$ cat config.mk
export PLATFORM = sky130hd
export DESIGN_NAME = rc5_rx_decoder
export DESIGN_NICKNAME = d
export VERILOG_FILES = /design/src/rtl/rc5_pkg.sv /design/src/rtl/rc5_sync_edge.sv /design/src/rtl/rc5_bit_timer.sv /design/src/rtl/rc5_frame_fsm.sv /design/src/rtl/rc5_rx_decoder.sv
export SDC_FILE = /design/constraint.sdc
export NUM_CORES = 1
export LEC_CHECK = 0
export CAP_MARGIN = 20
export CORE_MARGIN = 2
export CORE_UTILIZATION = 30
export CTS_BUF_LIST = sky130_fd_sc_hd__clkbuf_4 sky130_fd_sc_hd__clkbuf_8 sky130_fd_sc_hd__clkbuf_16
export DETAILED_ROUTE_END_ITERATION = 12
export PLACE_DENSITY = 0.5
export RECOVER_POWER = 100
export SKIP_LAST_GASP = 1
export SYNTH_ARGS = -nofsm -noshare
export SYNTH_HDL_FRONTEND = slang
export SYNTH_HIERARCHICAL = 1
export SYNTH_SLANG_ARGS = --single-unit
$ cat constraint.sdc
create_clock -name clk -period 5.8 [get_ports clk]
set_input_delay 1.16 -clock clk [delete_from_list [all_inputs] [get_ports clk]]
set_output_delay 1.16 -clock clk [all_outputs]
set_load 0.05 [all_outputs]
$ cat src/rtl/rc5_pkg.sv
package rc5_pkg;

  typedef enum logic [1:0] {
    ST_IDLE   = 2'd0,
    ST_SAMPLE = 2'd1,
    ST_EDGE   = 2'd2
  } rc5_state_e;

  // Tick count after a reference edge at which the next bit is sampled:
  // half a period to the bit boundary plus a quarter into the bit.
  function automatic logic [31:0] sample_mark(input logic [31:0] per);
    return (per >> 1) + (per >> 2);
  endfunction

  // Deadline for the mid-bit edge: the sample point plus another half.
  function automatic logic [31:0] abort_mark(input logic [31:0] per);
    return sample_mark(per) + (per >> 1);
  endfunction

endpackage

$ cat src/rtl/rc5_sync_edge.sv
module rc5_sync_edge #(
  parameter int STAGES = 2
) (
  input  logic clk,
  input  logic rst_n,
  input  logic pin_i,
  output logic level_o,
  output logic fall_o,
  output logic edge_o
);

  logic [STAGES-1:0] sync_q;
  logic              prev_q;

  if (STAGES == 1) begin : g_single
    always_ff @(posedge clk or negedge rst_n) begin
      if (!rst_n) sync_q <= '1;
      else        sync_q <= pin_i;
    end
  end else begin : g_chain
    always_ff @(posedge clk or negedge rst_n) begin
      if (!rst_n) sync_q <= '1;
      else        sync_q <= {sync_q[STAGES-2:0], pin_i};
    end
  end

  always_ff @(posedge clk or negedge rst_n) begin
    if (!rst_n) prev_q <= 1'b1;
    else        prev_q <= sync_q[STAGES-1];
  end

  assign level_o = sync_q[STAGES-1];
  assign fall_o  = prev_q & ~level_o;
  assign edge_o  = prev_q ^ level_o;

endmodule

$ cat src/rtl/rc5_bit_timer.sv
module rc5_bit_timer #(
  parameter int TICK_DIV = 1,
  parameter int CNT_W    = 16
) (
  input  logic             clk,
  input  logic             rst_n,
  input  logic             clear_i,
  output logic [CNT_W-1:0] count_o
);

  logic tick;

  if (TICK_DIV == 1) begin : g_nodiv
    assign tick = 1'b1;
  end else begin : g_div
    localparam int DIV_W = $clog2(TICK_DIV);
    localparam logic [DIV_W-1:0] DIV_LAST = DIV_W'(TICK_DIV - 1);
    logic [DIV_W-1:0] pre_q;
    always_ff @(posedge clk or negedge rst_n) begin
      if (!rst_n)                pre_q <= '0;
      else if (clear_i)          pre_q <= '0;
      else if (pre_q == DIV_LAST) pre_q <= '0;
      else                       pre_q <= pre_q + 1'b1;
    end
    assign tick = (pre_q == DIV_LAST);
  end

  always_ff @(posedge clk or negedge rst_n) begin
    if (!rst_n)                      count_o <= '0;
    else if (clear_i)                count_o <= '0;
    else if (tick && count_o != '1)  count_o <= count_o + 1'b1;
  end

  // the count only holds or steps by one unless cleared
  p_count_step_r5: assert property (@(posedge clk) disable iff (!rst_n)
    !clear_i |=> (count_o == $past(count_o)) || (count_o == $past(count_o) + 1'b1));

endmodule

$ cat src/rtl/rc5_frame_fsm.sv
module rc5_frame_fsm #(
  parameter int CNT_W      = 16,
  parameter int BIT_NOM    = 1778,
  parameter int FRAME_BITS = 14
) (
  input  logic                  clk,
  input  logic                  rst_n,
  input  logic                  level_i,
  input  logic                  fall_i,
  input  logic                  edge_i,
  input  logic [CNT_W-1:0]      cnt_i,
  output logic                  timer_clear_o,
  output logic                  done_o,
  output logic                  abort_o,
  output logic [FRAME_BITS-2:0] word_o
);
  import rc5_pkg::*;

  localparam int DATA_BITS = FRAME_BITS - 1;
  localparam int IDX_W     = $clog2(DATA_BITS + 1);
  localparam logic [IDX_W-1:0] IDX_FULL = IDX_W'(DATA_BITS);

  rc5_state_e            state_q;
  logic [CNT_W-1:0]      period_q;
  logic [DATA_BITS-1:0]  shreg_q;
  logic [IDX_W-1:0]      nbit_q;
  logic                  done_q;
  logic                  abort_q;

  logic cnt_ge_samp, cnt_ge_abort;
  logic start_evt, samp_evt, mid_evt, late_evt, all_taken;

  assign cnt_ge_samp  = (32'(cnt_i) >= sample_mark(32'(period_q)));
  assign cnt_ge_abort = (32'(cnt_i) >= abort_mark(32'(period_q)));
  assign all_taken    = (nbit_q == IDX_FULL);

  assign start_evt = (state_q == ST_IDLE)   && fall_i;
  assign samp_evt  = (state_q == ST_SAMPLE) && cnt_ge_samp;
  assign mid_evt   = (state_q == ST_EDGE)   && edge_i;
  assign late_evt  = (state_q == ST_EDGE)   && !edge_i && cnt_ge_abort;

  assign timer_clear_o = (state_q == ST_IDLE) || mid_evt;

  always_ff @(posedge clk or negedge rst_n) begin
    if (!rst_n) begin
      state_q  <= ST_IDLE;
      period_q <= CNT_W'(BIT_NOM);
      shreg_q  <= '0;
      nbit_q   <= '0;
      done_q   <= 1'b0;
      abort_q  <= 1'b0;
    end else begin
      done_q  <= mid_evt && all_taken;
      abort_q <= late_evt;
      unique case (state_q)
        ST_IDLE: begin
          if (start_evt) begin
            state_q  <= ST_SAMPLE;
            period_q <= CNT_W'(BIT_NOM);
            shreg_q  <= '0;
            nbit_q   <= '0;
          end
        end
        ST_SAMPLE: begin
          if (samp_evt) begin
            shreg_q <= {shreg_q[DATA_BITS-2:0], level_i};
            nbit_q  <= nbit_q + 1'b1;
            state_q <= ST_EDGE;
          end
        end
        ST_EDGE: begin
          if (mid_evt) begin
            period_q <= cnt_i;
            state_q  <= all_taken ? ST_IDLE : ST_SAMPLE;
          end else if (late_evt) begin
            state_q <= ST_IDLE;
          end
        end
        default: state_q <= ST_IDLE;
      endcase
    end
  end

  assign done_o  = done_q;
  assign abort_o = abort_q;
  assign word_o  = shreg_q;

  // while an edge is awaited the timer never runs past the deadline
  p_deadline_bound_r6: assert property (@(posedge clk) disable iff (!rst_n)
    (state_q == ST_EDGE) |-> (32'(cnt_i) <= abort_mark(32'(period_q))));
  // a mid-bit edge restarts the interval timer
  p_restart_on_mid_r5: assert property (@(posedge clk) disable iff (!rst_n)
    mid_evt |=> (cnt_i == '0));
  // an outcome is only reported once the decoder is idle again
  p_idle_after_outcome_r10: assert property (@(posedge clk) disable iff (!rst_n)
    (done_q || abort_q) |-> (state_q == ST_IDLE));
  // never more samples than data bits
  p_sample_count_r3: assert property (@(posedge clk) disable iff (!rst_n)
    (state_q != ST_IDLE) |-> (nbit_q <= IDX_FULL));
  // a falling edge mid-frame does not send the decoder back to idle
  p_no_restart_r9: assert property (@(posedge clk) disable iff (!rst_n)
    ((state_q == ST_SAMPLE) && fall_i) |=> (state_q != ST_IDLE));

endmodule

$ cat src/rtl/rc5_rx_decoder.sv
module rc5_rx_decoder #(
  parameter int TICK_DIV    = 1,
  parameter int BIT_NOM     = 1778,
  parameter int CNT_W       = 16,
  parameter int FRAME_BITS  = 14,
  parameter int ADDR_W      = 5,
  parameter int SYNC_STAGES = 2
) (
  input  logic                         clk,
  input  logic                         rst_n,
  input  logic                         ir_n_i,
  output logic [FRAME_BITS-ADDR_W-3:0] cmd_o,
  output logic [ADDR_W-1:0]            addr_o,
  output logic                         valid_o,
  output logic                         err_o
);

  localparam int DATA_BITS = FRAME_BITS - 1;
  localparam int CLO_W     = DATA_BITS - 2 - ADDR_W;

  logic                 lvl_w, fall_w, edge_w;
  logic                 clr_w, done_w, abort_w;
  logic [CNT_W-1:0]     cnt_w;
  logic [DATA_BITS-1:0] word_w;

  rc5_sync_edge #(.STAGES(SYNC_STAGES)) u_sync (
    .clk(clk), .rst_n(rst_n), .pin_i(ir_n_i),
    .level_o(lvl_w), .fall_o(fall_w), .edge_o(edge_w)
  );

  rc5_bit_timer #(.TICK_DIV(TICK_DIV), .CNT_W(CNT_W)) u_timer (
    .clk(clk), .rst_n(rst_n), .clear_i(clr_w), .count_o(cnt_w)
  );

  rc5_frame_fsm #(.CNT_W(CNT_W), .BIT_NOM(BIT_NOM), .FRAME_BITS(FRAME_BITS)) u_fsm (
    .clk(clk), .rst_n(rst_n), .level_i(lvl_w), .fall_i(fall_w), .edge_i(edge_w),
    .cnt_i(cnt_w), .timer_clear_o(clr_w), .done_o(done_w), .abort_o(abort_w),
    .word_o(word_w)
  );

  logic              s2_w, tog_w, rep_hit_w;
  logic [ADDR_W-1:0] addr_w;
  logic [CLO_W-1:0]  clo_w;
  logic              tog_q, tog_known_q;

  assign s2_w      = word_w[DATA_BITS-1];
  assign tog_w     = word_w[DATA_BITS-2];
  assign addr_w    = word_w[DATA_BITS-3 -: ADDR_W];
  assign clo_w     = word_w[CLO_W-1:0];
  assign rep_hit_w = tog_known_q && (tog_w == tog_q);

  always_ff @(posedge clk or negedge rst_n) begin
    if (!rst_n) begin
      tog_q       <= 1'b0;
      tog_known_q <= 1'b0;
      cmd_o       <= '0;
      addr_o      <= '0;
      valid_o     <= 1'b0;
      err_o       <= 1'b0;
    end else begin
      valid_o <= 1'b0;
      err_o   <= abort_w;
      if (done_w) begin
        tog_q       <= tog_w;
        tog_known_q <= 1'b1;
        if (!rep_hit_w) begin
          cmd_o   <= {~s2_w, clo_w};
          addr_o  <= addr_w;
          valid_o <= 1'b1;
        end
      end
    end
  end

  // strobes never coincide
  p_strobe_excl_r8: assert property (@(posedge clk) disable iff (!rst_n)
    !(valid_o && err_o));
  // valid lasts one cycle
  p_valid_pulse_r8: assert property (@(posedge clk) disable iff (!rst_n)
    valid_o |=> !valid_o);
  // error lasts one cycle
  p_err_pulse_r6: assert property (@(posedge clk) disable iff (!rst_n)
    err_o |=> !err_o);
  // outputs hold outside a valid strobe
  p_hold_outputs_r8: assert property (@(posedge clk) disable iff (!rst_n)
    !valid_o |-> ($stable(cmd_o) && $stable(addr_o)));
  // a repeated frame yields no valid strobe
  p_repeat_silent_r7: assert property (@(posedge clk) disable iff (!rst_n)
    (done_w && rep_hit_w) |=> !valid_o);
  // an aborted frame yields no valid strobe
  p_abort_silent_r6: assert property (@(posedge clk) disable iff (!rst_n)
    abort_w |=> !valid_o);

endmodule

==> impl_metrics.env <==
export IMPL_cts_sinks=71
export IMPL_end_kind="flop"
export IMPL_grt_overflow=0
export IMPL_drive_above_1_share_pct=10.3
export IMPL_clock_skew_ns=0.00684
export IMPL_fp_dieH_um=136
export IMPL_power_leakage_nw=2.77
export IMPL_drv_slew=86
export IMPL_grt_pass1_wl_mm=19.9
export IMPL_synth_fp_nets=612
export IMPL_worstHoldStart="u_fsm/abort_o$_DFF_PN0_"
export IMPL_synth_async_reset_ratio_pct=100
export IMPL_startpoint="u_fsm/period_q[2]$_DFFE_PN0P_"
export IMPL_globalRouteTotalUtil_pct=13.6
export IMPL_crit_chain="ha_1 -> fa_1 -> a211oi_1 -> o21ai_0 -> a21oi_1 -> a21oi_1 -> a31o_1 -> inv_1 -> ha_1 -> ha_1 -> nand4_1 -> or2_0 -> o31ai_1 -> and3b_1 -> mux2_2"
export IMPL_ys_types=66
export IMPL_post_route_period_util_pct=86.3
export IMPL_viasPerCell=5.04
export IMPL_antenna_found_initial=0
export IMPL_synth_edff_count=0
export IMPL_start_util_pct=30.5
export IMPL_drv_cap=2
export IMPL_ys_warn_count=6
export IMPL_grt_pass1_vias=4032
export IMPL_cts_htree_levels=3
export IMPL_final_cell_mix="68 x ha_1, 61 x dfrtp_1, 42 x nand2_1, 41 x a21oi_1, 34 x inv_1"
export IMPL_setup_viol=0
export IMPL_synthCells=539
export IMPL_final_common_cell="ha_1"
export IMPL_status="finished with violations"
export IMPL_ys_top_cells_by_area="dfrtp_1 29%, ha_1 16%, dfstp_2 5.0%, a21oi_1 3.7%, nand2_1 3.0%"
export IMPL_ioPinCount=17
export IMPL_slowest_stage="and3b_1"
export IMPL_max_freq_ghz=0.200
export IMPL_cts_hold_buffers=0
export IMPL_worst_hold_path_type="reg -> reg"
export IMPL_crit_required_ns=6.08
export IMPL_rsz0062_at_grt="false"
export IMPL_num_rows=48
export IMPL_peakVddDrop_mv=0.193
export IMPL_failed_checks="capacitance limit, slew limit"
export IMPL_globalplace_congestion=0.894
export IMPL_synth_area_mm2=0.00524
export IMPL_cts_resized=0
export IMPL_crit_fanout=18
export IMPL_cts_buffers=9
export IMPL_criticalPathCategory="reg -> reg"
export IMPL_port_buffer_count=16
export IMPL_setup_tns_ns=0
export IMPL_grt_max_degree=72
export IMPL_synth_seq_cells=71
export IMPL_num_vias=3958
export IMPL_cts_post_setup_buffers_inserted=0
export IMPL_dp_hpwl_mm=8.72
export IMPL_arrival_ns=5.28
export IMPL_drt_iter0_markers=195
export IMPL_synth_top_area_share_pct=29.1
export IMPL_crit_path_start_kind="flop"
export IMPL_hold_viol_final=0
export IMPL_finalPower_mw=2.91
export IMPL_clkTransAtPathRegs_ns=0.07
export IMPL_max_slew_margin_pct=-151
export IMPL_clockBufferDepth=2
export IMPL_synth_area_leader_cell="dfrtp_1"
export IMPL_dominantRegCellSynth="dfrtp_1"
export IMPL_coreArea_mm2=0.0172
export IMPL_area_delta_synth_final_pct=11.8
export IMPL_cts_tree="yes"
export IMPL_cts_root_buf="clkbuf_16"
export IMPL_reg2reg_from="u_fsm/period_q[2]$_DFFE_PN0P_"
export IMPL_dieArea_mm2=0.0185
export IMPL_power_density_mw_per_mm2=496
export IMPL_antenna_cells=0
export IMPL_clkLatencyLatePin_ns=0.34
export IMPL_max_slew_worst_pin_slew_ns=3.76
export IMPL_drc=0
export IMPL_avgSynthCellArea_um2=9.72
export IMPL_fin_crit_ns=5.01
export IMPL_seq_area_frac_synth_pct=34.2
export IMPL_crit_path_max_incr_delay_ns=0.71
export IMPL_die_w_um=136
export IMPL_routed_wl_mm=11.6
export IMPL_ant_nets=0
export IMPL_critPathMostFrequentCell="ha_1"
export IMPL_drtPass1Iterations=4
export IMPL_wl_per_cell_um=14.7
export IMPL_finalNetCount=629
metal layers:
layer  global-route usage [%]  routed length, um  vias up
met2                     21.4               5290       56
met4                     4.75                191        0
met3                     2.20                352       19
met5                        0                  0        -
li1                         -                  -     2007
met1                     18.9               5720     1876
cells by family after synthesis:
| logic type | after synthesis | synth area share [%] |
|---|---|---|
| AO/OA/AOI/OAI | 158 | 21.8 |
| AND/OR/NAND/NOR | 148 | 14.6 |
| flip-flops | 71 | 34.2 |
| adder cells (fa/ha/maj) | 70 | 17.0 |
| buffers and inverters | 46 | 3.94 |
| XOR/XNOR | 29 | 4.85 |
| multiplexers | 17 | 3.61 |
registers in the layout, summed over array words and instances (netlist names), 2 cells and up:
signal / count
u_timer/count_o: 16
u_fsm/period_q: 15
cmd_o: 7
u_fsm/word_o: 13
u_sync/sync_q: 2
u_fsm/nbit_q: 4
addr_o: 5
u_fsm/state_q: 2
power breakdown:
group          internal [mW]  switching [mW]
registers              0.597           0.102
clock network          0.298           0.239
logic                  0.684           0.985
total                   1.58            1.33
cell usage after synthesis, types with 4 or more instances:
cell type,n
dfrtp_1,61
nand4_1,8
dfstp_2,10
o21bai_1,8
a21oi_2,6
mux2_2,13
a22o_1,15
and3_1,4
xnor2_1,15
nand3_1,18
clkbuf_1,4
nor2b_1,10
xor2_1,14
inv_1,34
nand2_1,42
a211oi_2,5
nand2b_1,9
nor3_1,8
nor2_1,28
a21o_1,17
or3_1,4
o21ai_1,8
a21oi_1,39
o21ai_0,20
o21a_1,8
ha_1,68
metrics by stage:
step | utilization (%) | hold slack, ns | setup slack [ns] | cells | area (um^2)
after floorplan | - | 0.331 | 1.35 | 539 | 5240
after global placement | 32.6 | 0.347 | 1.04 | 769 | 5610
after detailed placement | 32.6 | 0.336 | 0.877 | 769 | 5610
after CTS | 34.3 | 0.351 | 0.847 | 785 | 5890
after global routing | 34.1 | 0.357 | 0.311 | 786 | 5860
final | 34.1 | 0.347 | 0.794 | 786 | 5860
critical path, delay by kind of cell, from the launching register on:
| kind | cells | cell delay, ns |
|---|---|---|
| DFF | 1 | 0.46 |
| and+or+nand+nor | 3 | 1.11 |
| AOI/OAI and AO/OA | 6 | 1.71 |
| adders and majority gates | 4 | 1.33 |
| buffers and inverters | 1 | 0.07 |
| muxes | 1 | 0.28 |
area by class of cell:
cell class              count  area [um^2]
well taps                 225          282
clock inverters             7         62.6
fillers                  1788        11300
clock buffers               9          225
repair buffers             18          161
flip-flops and latches     71         1790
inverters                  34          128
multi-input cells         422         3210
worst paths after layout:
| path | cells past startpoint | to | slack (ns) |
|---|---|---|---|
| setup / recovery | 15 | u_fsm/nbit_q[0]$_DFFE_PN0P_ | 0.79 |
| hold / removal | 0 | err_o$_DFF_PN0_ | 0.35 |
| setup reg to reg | 15 | u_fsm/nbit_q[0]$_DFFE_PN0P_ | 0.79 |
| hold reg to reg | 0 | err_o$_DFF_PN0_ | 0.35 |
| max in group asynchronous | 1 | u_fsm/period_q[3]$_DFFE_PN0P_ | 1.57 |
| min in group asynchronous | 1 | cmd_o[3]$_DFFE_PN0P_ | 2.12 |
Power figures use the tool's default switching activity.
